`src/rtl/mpath_pkg.sv`:
```
package mpath_pkg;

    localparam int NCH     = 4;
    localparam int NRT     = 4;
    localparam int NSLOT   = 8;
    localparam int WPS     = 3;
    localparam int DW      = 32;

    localparam int CH_W    = $clog2(NCH);
    localparam int RID_W   = $clog2(NRT);
    localparam int SLOT_W  = $clog2(NSLOT);
    localparam int WC_W    = $clog2(WPS);
    localparam int ROUTE_W = DW - CH_W;
    localparam int ENT_W   = 1 + CH_W + RID_W;
    localparam int CFG_AW  = (SLOT_W > CH_W + RID_W) ? SLOT_W : CH_W + RID_W;

    typedef struct packed {
        logic             vld;
        logic [CH_W-1:0]  ch;
        logic [RID_W-1:0] rid;
    } slot_ent_t;

    function automatic logic [DW-1:0] make_header(
        input logic [CH_W-1:0]    ch,
        input logic [ROUTE_W-1:0] route
    );
        return {ch, route};
    endfunction

endpackage

```
`src/rtl/mpath_slot_table.sv`:
```
module mpath_slot_table
    import mpath_pkg::*;
(
    input  logic              clk,
    input  logic              rst,
    input  logic              wr_en,
    input  logic [SLOT_W-1:0] wr_idx,
    input  slot_ent_t         wr_ent,
    input  logic [SLOT_W-1:0] rd_idx,
    output slot_ent_t         rd_ent
);

    slot_ent_t tab [NSLOT];

    always_ff @(posedge clk) begin
        if (rst) begin
            for (int i = 0; i < NSLOT; i++) tab[i] <= '0;
        end else if (wr_en) begin
            tab[wr_idx] <= wr_ent;
        end
    end

    assign rd_ent = tab[rd_idx];

endmodule

```
`src/rtl/mpath_route_store.sv`:
```
module mpath_route_store
    import mpath_pkg::*;
(
    input  logic               clk,
    input  logic               rst,
    input  logic               wr_en,
    input  logic [CH_W-1:0]    wr_ch,
    input  logic [RID_W-1:0]   wr_rid,
    input  logic [ROUTE_W-1:0] wr_route,
    input  logic [CH_W-1:0]    rd_ch,
    input  logic [RID_W-1:0]   rd_rid,
    output logic [ROUTE_W-1:0] rd_route
);

    logic [ROUTE_W-1:0] per_ch [NCH];

    for (genvar c = 0; c < NCH; c++) begin : g_bank
        logic [ROUTE_W-1:0] bank [NRT];

        always_ff @(posedge clk) begin
            if (rst) begin
                for (int r = 0; r < NRT; r++) bank[r] <= '0;
            end else if (wr_en && wr_ch == CH_W'(c)) begin
                bank[wr_rid] <= wr_route;
            end
        end

        assign per_ch[c] = bank[rd_rid];
    end

    assign rd_route = per_ch[rd_ch];

endmodule

```
`src/rtl/mpath_cont_track.sv`:
```
module mpath_cont_track
    import mpath_pkg::*;
(
    input  logic      clk,
    input  logic      rst,
    input  logic      en,
    input  logic      slot_start,
    input  logic      use_now,
    input  logic      dry,
    input  slot_ent_t ent,
    output logic      need_hdr
);

    logic             cv_q;
    logic [CH_W-1:0]  cc_q;
    logic [RID_W-1:0] cr_q;

    assign need_hdr = !(cv_q && cc_q == ent.ch && cr_q == ent.rid);

    always_ff @(posedge clk) begin
        if (rst || !en) begin
            cv_q <= 1'b0;
            cc_q <= '0;
            cr_q <= '0;
        end else if (slot_start) begin
            cv_q <= use_now;
            cc_q <= ent.ch;
            cr_q <= ent.rid;
        end else if (dry) begin
            cv_q <= 1'b0;
        end
    end

    // a starved word forces a header on the channel's next sequence
    p_dry_breaks_r8: assert property (@(posedge clk) disable iff (rst)
        dry |=> need_hdr);

    // after a disabled cycle every slot start asks for a header
    p_off_forces_hdr_r4: assert property (@(posedge clk) disable iff (rst)
        !en |=> need_hdr);

endmodule

```
`src/rtl/mpath_tx_sched.sv`:
```
module mpath_tx_sched
    import mpath_pkg::*;
(
    input  logic               clk,
    input  logic               rst,
    input  logic               en,
    input  logic               cfg_we,
    input  logic               cfg_tbl,
    input  logic [CFG_AW-1:0]  cfg_addr,
    input  logic [ROUTE_W-1:0] cfg_wdata,
    input  logic [NCH-1:0]     q_valid,
    input  logic [NCH*DW-1:0]  q_data,
    output logic [NCH-1:0]     q_pop,
    output logic               out_valid,
    output logic               out_hdr,
    output logic [CH_W-1:0]    out_chan,
    output logic [DW-1:0]      out_data
);

    logic [SLOT_W-1:0]  slot_q;
    logic [WC_W-1:0]    wcnt_q;
    logic               cur_use_q;
    logic [CH_W-1:0]    cur_ch_q;

    slot_ent_t          ent;
    slot_ent_t          wr_ent;
    logic [ROUTE_W-1:0] route;
    logic               need_hdr;
    logic               slot_start;
    logic               start_use;
    logic               emit_hdr;
    logic               emit_data;
    logic               dry;
    logic [CH_W-1:0]    ch_now;
    logic [DW-1:0]      word_now;

    assign wr_ent = slot_ent_t'(cfg_wdata[ENT_W-1:0]);

    mpath_slot_table u_slots (
        .clk    (clk),
        .rst    (rst),
        .wr_en  (cfg_we && !en && !cfg_tbl),
        .wr_idx (cfg_addr[SLOT_W-1:0]),
        .wr_ent (wr_ent),
        .rd_idx (slot_q),
        .rd_ent (ent)
    );

    mpath_route_store u_routes (
        .clk      (clk),
        .rst      (rst),
        .wr_en    (cfg_we && !en && cfg_tbl),
        .wr_ch    (cfg_addr[CH_W+RID_W-1:RID_W]),
        .wr_rid   (cfg_addr[RID_W-1:0]),
        .wr_route (cfg_wdata),
        .rd_ch    (ent.ch),
        .rd_rid   (ent.rid),
        .rd_route (route)
    );

    mpath_cont_track u_cont (
        .clk        (clk),
        .rst        (rst),
        .en         (en),
        .slot_start (slot_start),
        .use_now    (start_use),
        .dry        (dry),
        .ent        (ent),
        .need_hdr   (need_hdr)
    );

    assign slot_start = (wcnt_q == '0);
    assign start_use  = ent.vld && q_valid[ent.ch];
    assign ch_now     = slot_start ? ent.ch : cur_ch_q;
    assign word_now   = q_data[ch_now*DW +: DW];

    assign emit_hdr  = en && slot_start && start_use && need_hdr;
    assign emit_data = en && (slot_start ? (start_use && !need_hdr)
                                         : (cur_use_q && q_valid[cur_ch_q]));
    assign dry       = en && !slot_start && cur_use_q && !q_valid[cur_ch_q];
    assign q_pop     = emit_data ? (NCH'(1) << ch_now) : '0;

    always_ff @(posedge clk) begin
        if (rst || !en) begin
            slot_q    <= '0;
            wcnt_q    <= '0;
            cur_use_q <= 1'b0;
            cur_ch_q  <= '0;
            out_valid <= 1'b0;
            out_hdr   <= 1'b0;
            out_chan  <= '0;
            out_data  <= '0;
        end else begin
            if (wcnt_q == WC_W'(WPS - 1)) begin
                wcnt_q <= '0;
                slot_q <= (slot_q == SLOT_W'(NSLOT - 1)) ? '0 : slot_q + 1'b1;
            end else begin
                wcnt_q <= wcnt_q + 1'b1;
            end
            if (slot_start) begin
                cur_use_q <= start_use;
                cur_ch_q  <= ent.ch;
            end
            out_valid <= emit_hdr || emit_data;
            out_hdr   <= emit_hdr;
            out_chan  <= (emit_hdr || emit_data) ? ch_now : '0;
            out_data  <= emit_hdr  ? make_header(ent.ch, route) :
                         emit_data ? word_now : '0;
        end
    end

    // a disabled cycle yields an idle output
    p_off_idle_r1: assert property (@(posedge clk) disable iff (rst)
        !en |=> (!out_valid && !out_hdr));

    // at most one queue is popped per word
    p_pop_onehot_r7: assert property (@(posedge clk) disable iff (rst)
        $onehot0(q_pop));

    // no pop from a queue that holds nothing
    p_pop_has_word_r8: assert property (@(posedge clk) disable iff (rst)
        (q_pop & ~q_valid) == '0);

    // a header always sits in word 0 of its slot
    p_hdr_word0_r6: assert property (@(posedge clk) disable iff (rst)
        out_hdr |-> (wcnt_q == WC_W'(1)));

    // a header is always a valid word
    p_hdr_valid_r3: assert property (@(posedge clk) disable iff (rst)
        out_hdr |-> out_valid);

endmodule

```
`config.mk`:
```
export PLATFORM = sky130hd
export DESIGN_NAME = mpath_tx_sched
export DESIGN_NICKNAME = d
export VERILOG_FILES = /design/src/rtl/mpath_pkg.sv /design/src/rtl/mpath_slot_table.sv /design/src/rtl/mpath_route_store.sv /design/src/rtl/mpath_cont_track.sv /design/src/rtl/mpath_tx_sched.sv
export SDC_FILE = /design/constraint.sdc
export NUM_CORES = 1
export LEC_CHECK = 0
export CORE_MARGIN = 1
export CORE_UTILIZATION = 55
export CTS_BUF_LIST = sky130_fd_sc_hd__clkbuf_8
export CTS_CLUSTER_SIZE = 40
export DETAILED_ROUTE_END_ITERATION = 7
export DONT_BUFFER_PORTS = 1
export PLACE_DENSITY = 0.8
export SYNTH_ARGS = -nofsm -noshare
export SYNTH_HDL_FRONTEND = slang
export SYNTH_SLANG_ARGS = --single-unit
```
`constraint.sdc`:
```
create_clock -name clk -period 2.7 [get_ports clk]
set_input_delay 0.27 -clock clk [delete_from_list [all_inputs] [get_ports clk]]
set_output_delay 0.27 -clock clk [all_outputs]
set_load 0.05 [all_outputs]
```
Yosys cells after proc, flatten, opt, wreduce, memory -nomap -nowiden
Memories as Yosys holds them, arrays and structs flattened. A register that Yosys moved wholly into a read port is not among the register bits.
Index checks and enable logic that the tools add are counted.
{"block": "word_totals", "romBits": 0, "wordCells": 117, "regBits": 49, "mem_count": 5, "latch_bits": 0, "mem_bits_rw": 520}
{"memory": "u_routes.g_bank[0].bank", "words": 4, "width": 30, "read_ports": 1, "rd_clocked_by_memory_dff": 0, "wr": 4, "line_no": "mpath_route_store.sv:18", "source": "logic [ROUTE_W-1:0] bank [NRT];"}
{"memory": "u_routes.g_bank[1].bank", "words": 4, "width": 30, "read_ports": 1, "rd_clocked_by_memory_dff": 0, "wr": 4, "line_no": "mpath_route_store.sv:18"}
{"memory": "u_routes.g_bank[2].bank", "words": 4, "width": 30, "read_ports": 1, "rd_clocked_by_memory_dff": 0, "wr": 4, "line_no": "mpath_route_store.sv:18"}
{"memory": "u_routes.g_bank[3].bank", "words": 4, "width": 30, "read_ports": 1, "rd_clocked_by_memory_dff": 0, "wr": 4, "line_no": "mpath_route_store.sv:18"}
{"memory": "u_slots.tab", "words": 8, "width": 5, "read_ports": 1, "rd_clocked_by_memory_dff": 1, "wr": 8, "line_no": "mpath_slot_table.sv:13", "source": "slot_ent_t tab [NSLOT];"}
{"block": "classes", "order_cmp": 3, "eq_ne": 7, "n_bitwise": 2, "shifts": 2, "addsub": 2, "n_mul": 0, "n_reduce_logical": 36, "div_mod_pow": 0, "muxes": 49}
{"op": "2-to-1 mux 30 bit", "n": 6}
{"op": "variable part select 128 x 8 -> 32 bit", "n": 1}
{"op": "OR reduction 30 bit", "n": 4}
{"op": "2-to-1 mux 32 bit", "n": 2}
{"op": "binary-select mux 30 bit (select 2 bit)", "n": 1}
{"op": "2-to-1 mux 1 bit", "n": 27}
{"op": "logical AND 1 bit", "n": 19}
{"op": "2-to-1 mux 3 bit", "n": 4}
{"op": "2-to-1 mux 2 bit", "n": 5}
{"op": "== test 2 bit, second input constant", "n": 3}
{"op": "less-than comparator 2 x 3 -> 1 bit, second input constant", "n": 2}
{"op": "logical NOT 1 bit", "n": 5}
{"op": "2-to-1 mux 5 bit", "n": 1}
{"op": "OR reduction 5 bit", "n": 1}
{"op": "binary-select mux 1 bit (select 2 bit)", "n": 2}
{"op": "== test 2 bit", "n": 2}
{"op": "logical NOT 2 bit", "n": 2}
{"op": "2-to-1 mux 4 bit", "n": 1}
{"op": "OR reduction 2 bit", "n": 2}
{"op": "left shift 1 x 2 -> 4 bit, first input constant", "n": 1}
{"op": "adder 3 x 1 -> 3 bit, second input constant", "n": 1}
{"op": "== test 3 bit, second input constant", "n": 1}
{"op": ">= comparator 3 bit, second input constant", "n": 1}
{"op": "inverter 2 -> 3 bit", "n": 1}
{"op": "other kinds (5)", "n": 6}

Logic depth before layout (Yosys ltp)
Gate-level depths: netlist (run 1).
{"block": "depth", "word_depth": 9, "ltp_mapped": 12, "depth_no_buf": 9}

Hierarchy
From an unflattened synthesis (run 1), not the netlist that was laid out.
{"block": "unflattened", "cells_unflattened": 1732, "area_unflattened_um2": 26307.7}
{"mod": "mpath_route_store", "seq_area_each_um2": 14413.8, "area_per_inst_um2": 21604.5, "instances": 1, "cells_per_inst": 1338}
{"mod": "mpath_tx_sched", "seq_area_each_um2": 880.8, "area_per_inst_um2": 2544.9, "instances": 1, "cells_per_inst": 242}
{"mod": "mpath_slot_table", "seq_area_each_um2": 1201.2, "area_per_inst_um2": 1908.1, "instances": 1, "cells_per_inst": 125}
{"mod": "mpath_cont_track", "seq_area_each_um2": 100.1, "area_per_inst_um2": 250.2, "instances": 1, "cells_per_inst": 27}

Worst setup path after synthesis (run 1)
Ideal clock, no wire load.
{"block": "synth_timing", "path_kind": "flip-flop to output port", "startpoint": "reg (tool-made name)", "endpoint": "out q_pop[1]", "stages_incl_launch_ff": 11, "t_arrival_ps": 2680, "slack_ps": -250, "t_required_ps": 2430, "cell_sequence": "dfxtp_1 > buf_4 > mux2i_1 > mux4_2 > buf_6 > and2_1 > nor2_1 > buf_2 > buf_1 > nand3_1 > nor2_1"}
{"element": "to (decl)", "line_no": "mpath_tx_sched.sv:13", "source": "output logic [NCH-1:0] q_pop,"}

==> run_results.csv, run 1 <==
group,metric,value,unit
outcome,status,"complete, but fails checks",
outcome,violations,"negative setup slack",
critical_path,crit_path_cell_trace,"mux4_2, mux2i_4, buf_6, xor2_1, nand2_1, o31ai_4, nand3_4, nor2_4, buf_12",
power,power_density,604,mW/mm²
routing,vias,18500,
cells_and_area,layout-drive-gt1-share,16.0,%
logic_synthesis,ys_ff_latch,572,
critical_path,cp.arrival,2.98,ns
logic_synthesis,ys_top_cells_by_area,"edfxtp_1, and2_1, mux2i_1",
global_route,grt_pass1_vias,18300,
die,row_count,80,
clock_tree,clkTransAtPathRegs,0.06,ns
critical_path,end_kind,"primary output",
power,peakVddDrop,0.335,mV
job,max_cap_viol_count,0,
timing,timing_hold_violations_final,0,
logic_synthesis,yosysTopAreaCellShare,58.8,%
routing,wire_per_inst,27.1,µm
global_route,grt_max_degree,121,
clock_tree,clock_latency,0.68,ns
power,pwr-share-seq,54.4,%
critical_path,cp-endpoint,"q_pop[1]",
timing,finalSetupTns,-10.08,ns
clock_tree,cts_buffers,86,
critical_path,crit_path_start_kind,"flip-flop",
place,gp_congestion,0.838,
logic_synthesis,synth.largest_area_cell,"edfxtp_1",
routing,drt_iter0_markers,2356,
global_route,grt_pass1_wl,113000,µm
logic_synthesis,syn_area,0.0265,mm²
place,io_buffer_count,0,
logic_synthesis,synth_edf_count,520,
clock_tree,cts_buffer_depth,3,
die,dieArea,0.0491,mm²
clock_tree,cts.sinks,572,
power,p_clk_share,33.6,%
power,fin_total_pwr,18.9,mW
timing,layout_setup_ws,-0.549,ns
logic_synthesis,synthArstFlopShare,0,%
logic_synthesis,synth_cells,2040,
timing,timing.hold.ws,0.0372,ns
critical_path,critical_path_class,"flip-flop to primary output",
place,dpl.hpwl,45900,µm
timing,rsz0062_at_grt,"true",
clock_tree,htree_levels,3,
logic_synthesis,syn-num-nets,2215,
timing,drv_slew,0,
power,power_leakage,12.4,nW
die,coreArea,0.0476,mm²
logic_synthesis,yosysSeqAreaShare,62.8,%
critical_path,rr_worst_depth,9,
die,initial_core_util,55.7,%
routing,ant_nets,0,
power,power.switching,4.78,mW
power,power.internal,14.1,mW
critical_path,critical_path_peak_fanout,5,
die,fp.dieW,222,µm
routing,vias_per_cell,6.42,
timing,period_share,120,%
logic_synthesis,synth_cell_type_count,50,
critical_path,slowest_stage,"mux4_2",
clock_tree,cts_root_buf,"clkbuf_8",
die,io_pins,211,
min_path,min_path_type,"input pin to flip-flop",
die,die_h,222,µm
timing,clock_skew,0.0429,ns
logic_synthesis,yosys_warnings,0,
power,power.share.switching,25.3,%
timing,max_freq,308,MHz
timing,setup_viol,34,
global_route,overflow,0,
cells_and_area,fill_cells,3148,
critical_path,reg2reg_setup_slack,-0.31,ns
critical_path,crit-reg2reg-capture,"out_data[22]$_SDFF_PP0_",
clock_tree,cts_tree,"yes",
routing,totalWireLength,78400,µm
timing,slew_headroom,38.6,%
global_route,grt_util_all_layers,31.3,%
critical_path,required,2.43,ns
timing,period_minus_slack,3.25,ns
cells_and_area,fin_nets,2380,
global_route,antenna_found_initial,4,
routing,drtPass1Iterations,6,
routing,drc,0,
logic_synthesis,synth_ff_type,"edfxtp_1",
logic_synthesis,syn_avg_cell_area,13.0,µm²
critical_path,max_stage_delay,0.54,ns
cells_and_area,area_growth,17.9,%
timing,worst-slew-pin-transition,0.918,ns
power,pwr-share-comb,12.0,%
-- power groups by stage --
stage	sequential [mW]	combinational, mW	clock (mW)
floorplan	10.4	1.16	0
global placement	10.4	1.78	0
detailed placement	10.5	1.82	0
CTS	10.3	2.16	6.40
global route	10.3	2.35	6.79
finish	10.3	2.26	6.36
-- placed cells by master, fill, tap and decap left out, drive strengths merged, types with 4 or more instances in the layout --
cell and n:
ha 4, or2 19, nand2b 13, or4 30
a21oi 68, nand3b 6, nor2b 6, mux4 8
dlygate4sd3 103, o22ai 121, and3 120, o21bai 4
clkinv 29, inv 41, edfxtp 520, a21o 4
clkbuf 92, dfxtp 52, nor2 33, nor3 11
a22o 32, mux2 4, and2 402, nand3 6
nand2 74, mux2i 250, a22oi 35, buf 160
-- area by class of cell --
type	instances	area [µm²]	area share (%)
inverters	7	26.3	0.0840
flip-flops and latches	572	16700	53.3
clock inverters	64	262	0.836
repair buffers	267	3020	9.65
diodes	2	5.00	0.0160
well taps	615	769	2.46
clock buffers	91	1250	4.00
multi-input cells	1271	9280	29.7
-- per-stage QoR --
step	utilization, %	cells	cell area, µm²	setup WS [ns]
floorplan	-	2040	26600	-0.179
global placement	59.1	2608	28200	-0.260
detailed placement	59.1	2608	28200	-0.319
CTS	65.4	2880	31200	-0.564
global route	65.6	2887	31300	-0.663
finish	65.7	2889	31300	-0.549
-- layer usage --
| metal | vias to the layer above | routed length, µm | track usage, % |
|---|---|---|---|
| met2 | 1349 | 36600 | 49.8 |
| met4 | 6 | 4020 | 18.0 |
| li1 | 7858 | - | - |
| met3 | 251 | 9500 | 6.89 |
| met5 | - | 37 | 0 |
| met1 | 9070 | 28300 | 39.7 |
-- synth_stat cells, types with 2 or more instances --
cell type / instances
mux2_2: 3
mux4_2: 8
nand3b_1: 5
or3_1: 2
a31o_2: 2
and3_1: 120
nor4_1: 2
o22ai_1: 121
buf_1: 5
inv_1: 5
mux2i_1: 248
nand3_1: 6
o21bai_1: 4
a22o_1: 32
nor3_1: 11
a21oi_1: 68
buf_4: 11
a22oi_1: 33
nor3b_1: 3
clkbuf_1: 119
and2_1: 402
inv_2: 2
or2_2: 18
nor2_1: 33
buf_2: 44
or4_1: 30
nor2b_1: 6
buf_6: 12
nand2b_1: 13
a21o_1: 4
a211oi_1: 2
nand2_1: 72
mux2i_4: 2
ha_1: 4
edfxtp_1: 520
xor2_1: 3
dfxtp_1: 52
-- how the worst min path moves through the flow --
stage / startpoint / to / cells after the start
floorplan: wcnt_q[0]$_SDFF_PP0_ / wcnt_q[0]$_SDFF_PP0_ / 1
global placement: wcnt_q[0]$_SDFF_PP0_ / wcnt_q[0]$_SDFF_PP0_ / 1
finish: q_data[85] / out_data[21]$_SDFF_PP0_ / 3
detailed placement: wcnt_q[0]$_SDFF_PP0_ / wcnt_q[0]$_SDFF_PP0_ / 1
global route: q_data[127] / out_data[31]$_SDFF_PP0_ / 3
CTS: q_data[29] / out_data[29]$_SDFF_PP0_ / 3
-- critical path, delay by kind of cell, from the launching register on --
| family | cells | cell delay (ns) |
|---|---|---|
| AND/OR/NAND/NOR | 3 | 0.45 |
| buffers and inverters | 2 | 0.27 |
| flip-flops | 1 | 0.39 |
| multiplexers | 2 | 0.78 |
| AO/OA/AOI/OAI | 1 | 0.27 |
| XOR/XNOR | 1 | 0.15 |
-- state kept, by name (all words and copies together), names as in the netlist, named ones only --
register / cells
out_chan: 2
u_routes.g_bank.bank: 480
out_hdr: 1
u_cont.cv_q: 1
cur_use_q: 1
u_slots.tab: 40
out_valid: 1
cur_ch_q: 2
out_data: 32
u_cont.cr_q: 2
wcnt_q: 2
u_cont.cc_q: 2
slot_q: 3
-- cells by family (layout without fill, tap and decap cells) --
group,Yosys count,in the layout,share of synthesized area [%]
simple gates,728,729,16.3
xor+xnor,3,3,0.0990
flops,572,572,62.8
other cells,0,2,0
compound gates,273,273,6.76
mux,262,262,10.4
fa+ha+maj,4,4,0.189
buf+inv,198,429,3.50
-- timing repair --
| item | in CTS | in global routing |
|---|---|---|
| buffers inserted | 9 | 6 |
| resized for setup | 57 | 6 |
| hold buffers | 103 | 0 |
| cloned | 6 | 1 |
| hold endpoints to repair | 589 | 0 |
| setup endpoints to repair | 36 | 36 |
| pin swaps | 4 | 2 |
(Power assumes the default switching activity.)
==> run 2: changes to the inputs <==
Settings changed: ABC_AREA set to 1.
==> run 2 against run 1 <==
The flow still finishes with violations (negative setup slack). Via count is 24% higher. Synthesized cell count is 45% higher. Worst setup slack better by 0.36 ns. Routed wire length is 9.7% higher. Design area is 0.25% higher. Clock skew is 0.019 ns lower. Fmax is 12% higher.
==> run_results.csv, run 2 <==
group,metric,value,unit
place,dpl.hpwl,45500,µm
timing,drv_slew,0,
logic_synthesis,synth_ff_type,"edfxtp_1",
critical_path,crit_path_start_kind,"flip-flop",
critical_path,crit_top_cell,"buf_6",
cells_and_area,multiInputGateArea,0.00872,mm²
critical_path,required,2.43,ns
logic_synthesis,yosys_warnings,0,
power,power_leakage,12.8,nW
timing,clock_skew,0.0243,ns
clock_tree,cts_buffer_depth,3,
global_route,grt_util_all_layers,32.4,%
die,io_pins,211,
cells_and_area,layout-drive-gt1-share,9.15,%
outcome,status,"complete, but fails checks",
cells_and_area,regMostFlops,"u_routes.g_bank.bank",
critical_path,crit_path_cell_trace,"buf_6, nor2_1, o31ai_1, nand2_1, nor2_2, nand3_2, a21oi_4, nand2_4, nor3_4, buf_6",
routing,drtPass1Iterations,7,
die,dieArea,0.0505,mm²
routing,vias,22900,
logic_synthesis,ys_ff_latch,572,
routing,drt_iter0_markers,3174,
logic_synthesis,synth.most_common_cell,"nand2_1",
routing,vias_per_cell,6.09,
clock_tree,htree_levels,3,
min_path,min_path_type,"input pin to flip-flop",
global_route,antenna_found_initial,10,
critical_path,critical_path_peak_fanout,8,
logic_synthesis,synth.largest_area_cell,"edfxtp_1",
timing,setup_viol,12,
routing,ant_nets,0,
timing,rsz0062_at_grt,"true",
logic_synthesis,synthArstFlopShare,0,%
routing,drc,0,
die,fp.dieW,225,µm
place,io_buffer_count,0,
logic_synthesis,synth_cells,2954,
cells_and_area,reg_top3,"u_routes.g_bank.bank (480), u_slots.tab (40), out_data (32)",
timing,slew_headroom,37.9,%
timing,timing_hold_violations_final,0,
power,peakVddDrop,0.383,mV
timing,layout_setup_ws,-0.191,ns
die,row_count,81,
critical_path,critical_path_class,"flip-flop to primary output",
timing,period_share,107,%
place,preCtsSetupSlack,0.0849,ns
timing,period_minus_slack,2.89,ns
critical_path,rr_worst_depth,14,
die,initial_core_util,55.7,%
critical_path,max_stage_delay,0.40,ns
clock_tree,cts.sinks,572,
global_route,grt_pass1_vias,21700,
logic_synthesis,yosysTopAreaCellShare,57.3,%
routing,wire_per_inst,22.8,µm
cells_and_area,final_common_cell,"nand2_1",
cells_and_area,area_growth,15.0,%
logic_synthesis,synth_edf_count,520,
logic_synthesis,syn-num-nets,3129,
clock_tree,clkTransAtPathRegs,0.06,ns
outcome,violations,"negative setup slack",
logic_synthesis,ys_top_cells_by_area,"edfxtp_1, nand2_1, nor2_1",
place,dp.cells,3462,
clock_tree,cts_buffers,88,
die,die_h,225,µm
cells_and_area,largest_reg_flops,480,
global_route,overflow,0,
timing,worst-slew-pin-transition,0.931,ns
min_path,worstHoldPathCells,3,
job,max_cap_viol_count,0,
logic_synthesis,syn_area,0.0273,mm²
critical_path,cp.arrival,2.62,ns
cells_and_area,fin_cells,3767,
logic_synthesis,synth_common_cells,"nand2_1, edfxtp_1, nor2_1, inv_1, nand3_1",
clock_tree,clock_latency,0.67,ns
power,power_density,629,mW/mm²
cells_and_area,fin_nets,3195,
logic_synthesis,syn_avg_cell_area,9.23,µm²
timing,max_freq,346,MHz
logic_synthesis,synth_cell_type_count,32,
clock_tree,cts_root_buf,"clkbuf_8",
clock_tree,cts_tree,"yes",
cells_and_area,seq_area,0.0167,mm²
routing,totalWireLength,86000,µm
critical_path,crit_buf_inv,2,
logic_synthesis,yosysSeqAreaShare,61.1,%
cells_and_area,final_cell_mix,"nand2_1, edfxtp_1, nor2_1",
critical_path,slowest_stage,"dfxtp_4",
place,gp_congestion,0.854,
critical_path,critPathTopFamily,"simple AND/OR/NAND/NOR gates",
global_route,grt_max_degree,99,
critical_path,path_depth,10,
die,coreArea,0.0490,mm²
global_route,grt_pass1_wl,123000,µm
critical_path,end_kind,"primary output",
cells_and_area,fill_cells,3554,
## run 2: cell count changes after synthesis, sizes merged, moves of 88 or more
cell / previous run / this run
inv: 7 / 286
o21ai: 2 / 156
nand2: 73 / 609
and3: 120 / 1
mux2i: 250 / 0
a21oi: 68 / 156
and2: 402 / 0
nand3: 6 / 205
nor2: 33 / 437
o211ai: 0 / 112
o22ai: 121 / 0
nor3: 11 / 130
## run 2: kinds of logic after synthesis
kind of cell    synth area share [%]
buf+inv                         8.05
xor+xnor                      0.0321
simple gates                    21.7
fa+ha+maj                      0.184
flops                           61.1
compound gates                  8.98
## run 2: metrics by stage
step | setup TNS [ns] | instance area, µm² | utilization (%) | hold WS [ns] | power (mW)
6_report | -1.03 | 31400 | 64.1 | 0.0391 | 19.7
5_1_grt | -3.63 | 31400 | 64.1 | 0.0477 | 20.3
3_3_place_gp | 0 | 28100 | 57.4 | 0.406 | 12.4
2_1_floorplan | -8.30 | 27300 | - | 0.397 | 11.8
3_5_place_dp | 0 | 28100 | 57.4 | 0.412 | 12.5
4_1_cts | -0.504 | 31100 | 63.5 | 0.00708 | 19.5
## run 2: repair_timing
action | 4_1_cts | 5_1_grt
hold buffers | 115 | 0
resized for setup | 27 | 29
setup endpoints to repair | 4 | 36
hold endpoints to repair | 44 | 0
cloned | 1 | 4
setup buffers | 5 | 7
pin swaps | 5 | 5
## run 2: power breakdown
part | switching, mW | internal, mW | leakage, nW
Sequential | 0.186 | 10.1 | 5.37
Clock | 3.44 | 3.51 | 0.966
Combinational | 1.71 | 0.804 | 6.45
## run 2: per-layer routing
metal  vias up  track usage (%)  routed length (µm)
met2      1840             51.8               38900
met5         -                0                  13
li1      10100                -                   -
met3       443             8.57               12000
met4         2             20.6                6030
met1     10600             38.9               29100
## run 2: worst paths after layout
path / end / start / slack, ns
max: q_pop[0] / flip-flop / -0.19
min: u_slots.tab[3][4]$_SDFFCE_PN0P_ / cfg_addr[2] / 0.04
max reg2reg: out_data[12]$_SDFF_PP0_ / wcnt_q[0]$_SDFF_PP0_ / -0.10
min reg2reg: wcnt_q[0]$_SDFF_PP0_ / wcnt_q[0]$_SDFF_PP0_ / 0.42
## run 2: worst register-to-register path, delay by kind of cell (launching register included)
family,cells,cell delay [ns]
and+or+nand+nor,8,0.93
adders and majority gates,1,0.34
DFF,1,0.31
buffers and inverters,5,1.17
## run 2: area by class of cell
class / instances / share of cell area (%)
inverter: 290 / 3.53
multi-input combinational: 1853 / 27.8
timing repair buffer: 215 / 7.48
sequential: 572 / 53.1
clock buffer: 97 / 4.26
tap: 664 / 2.65
clock inverter: 67 / 1.09
antenna: 9 / 0.0718
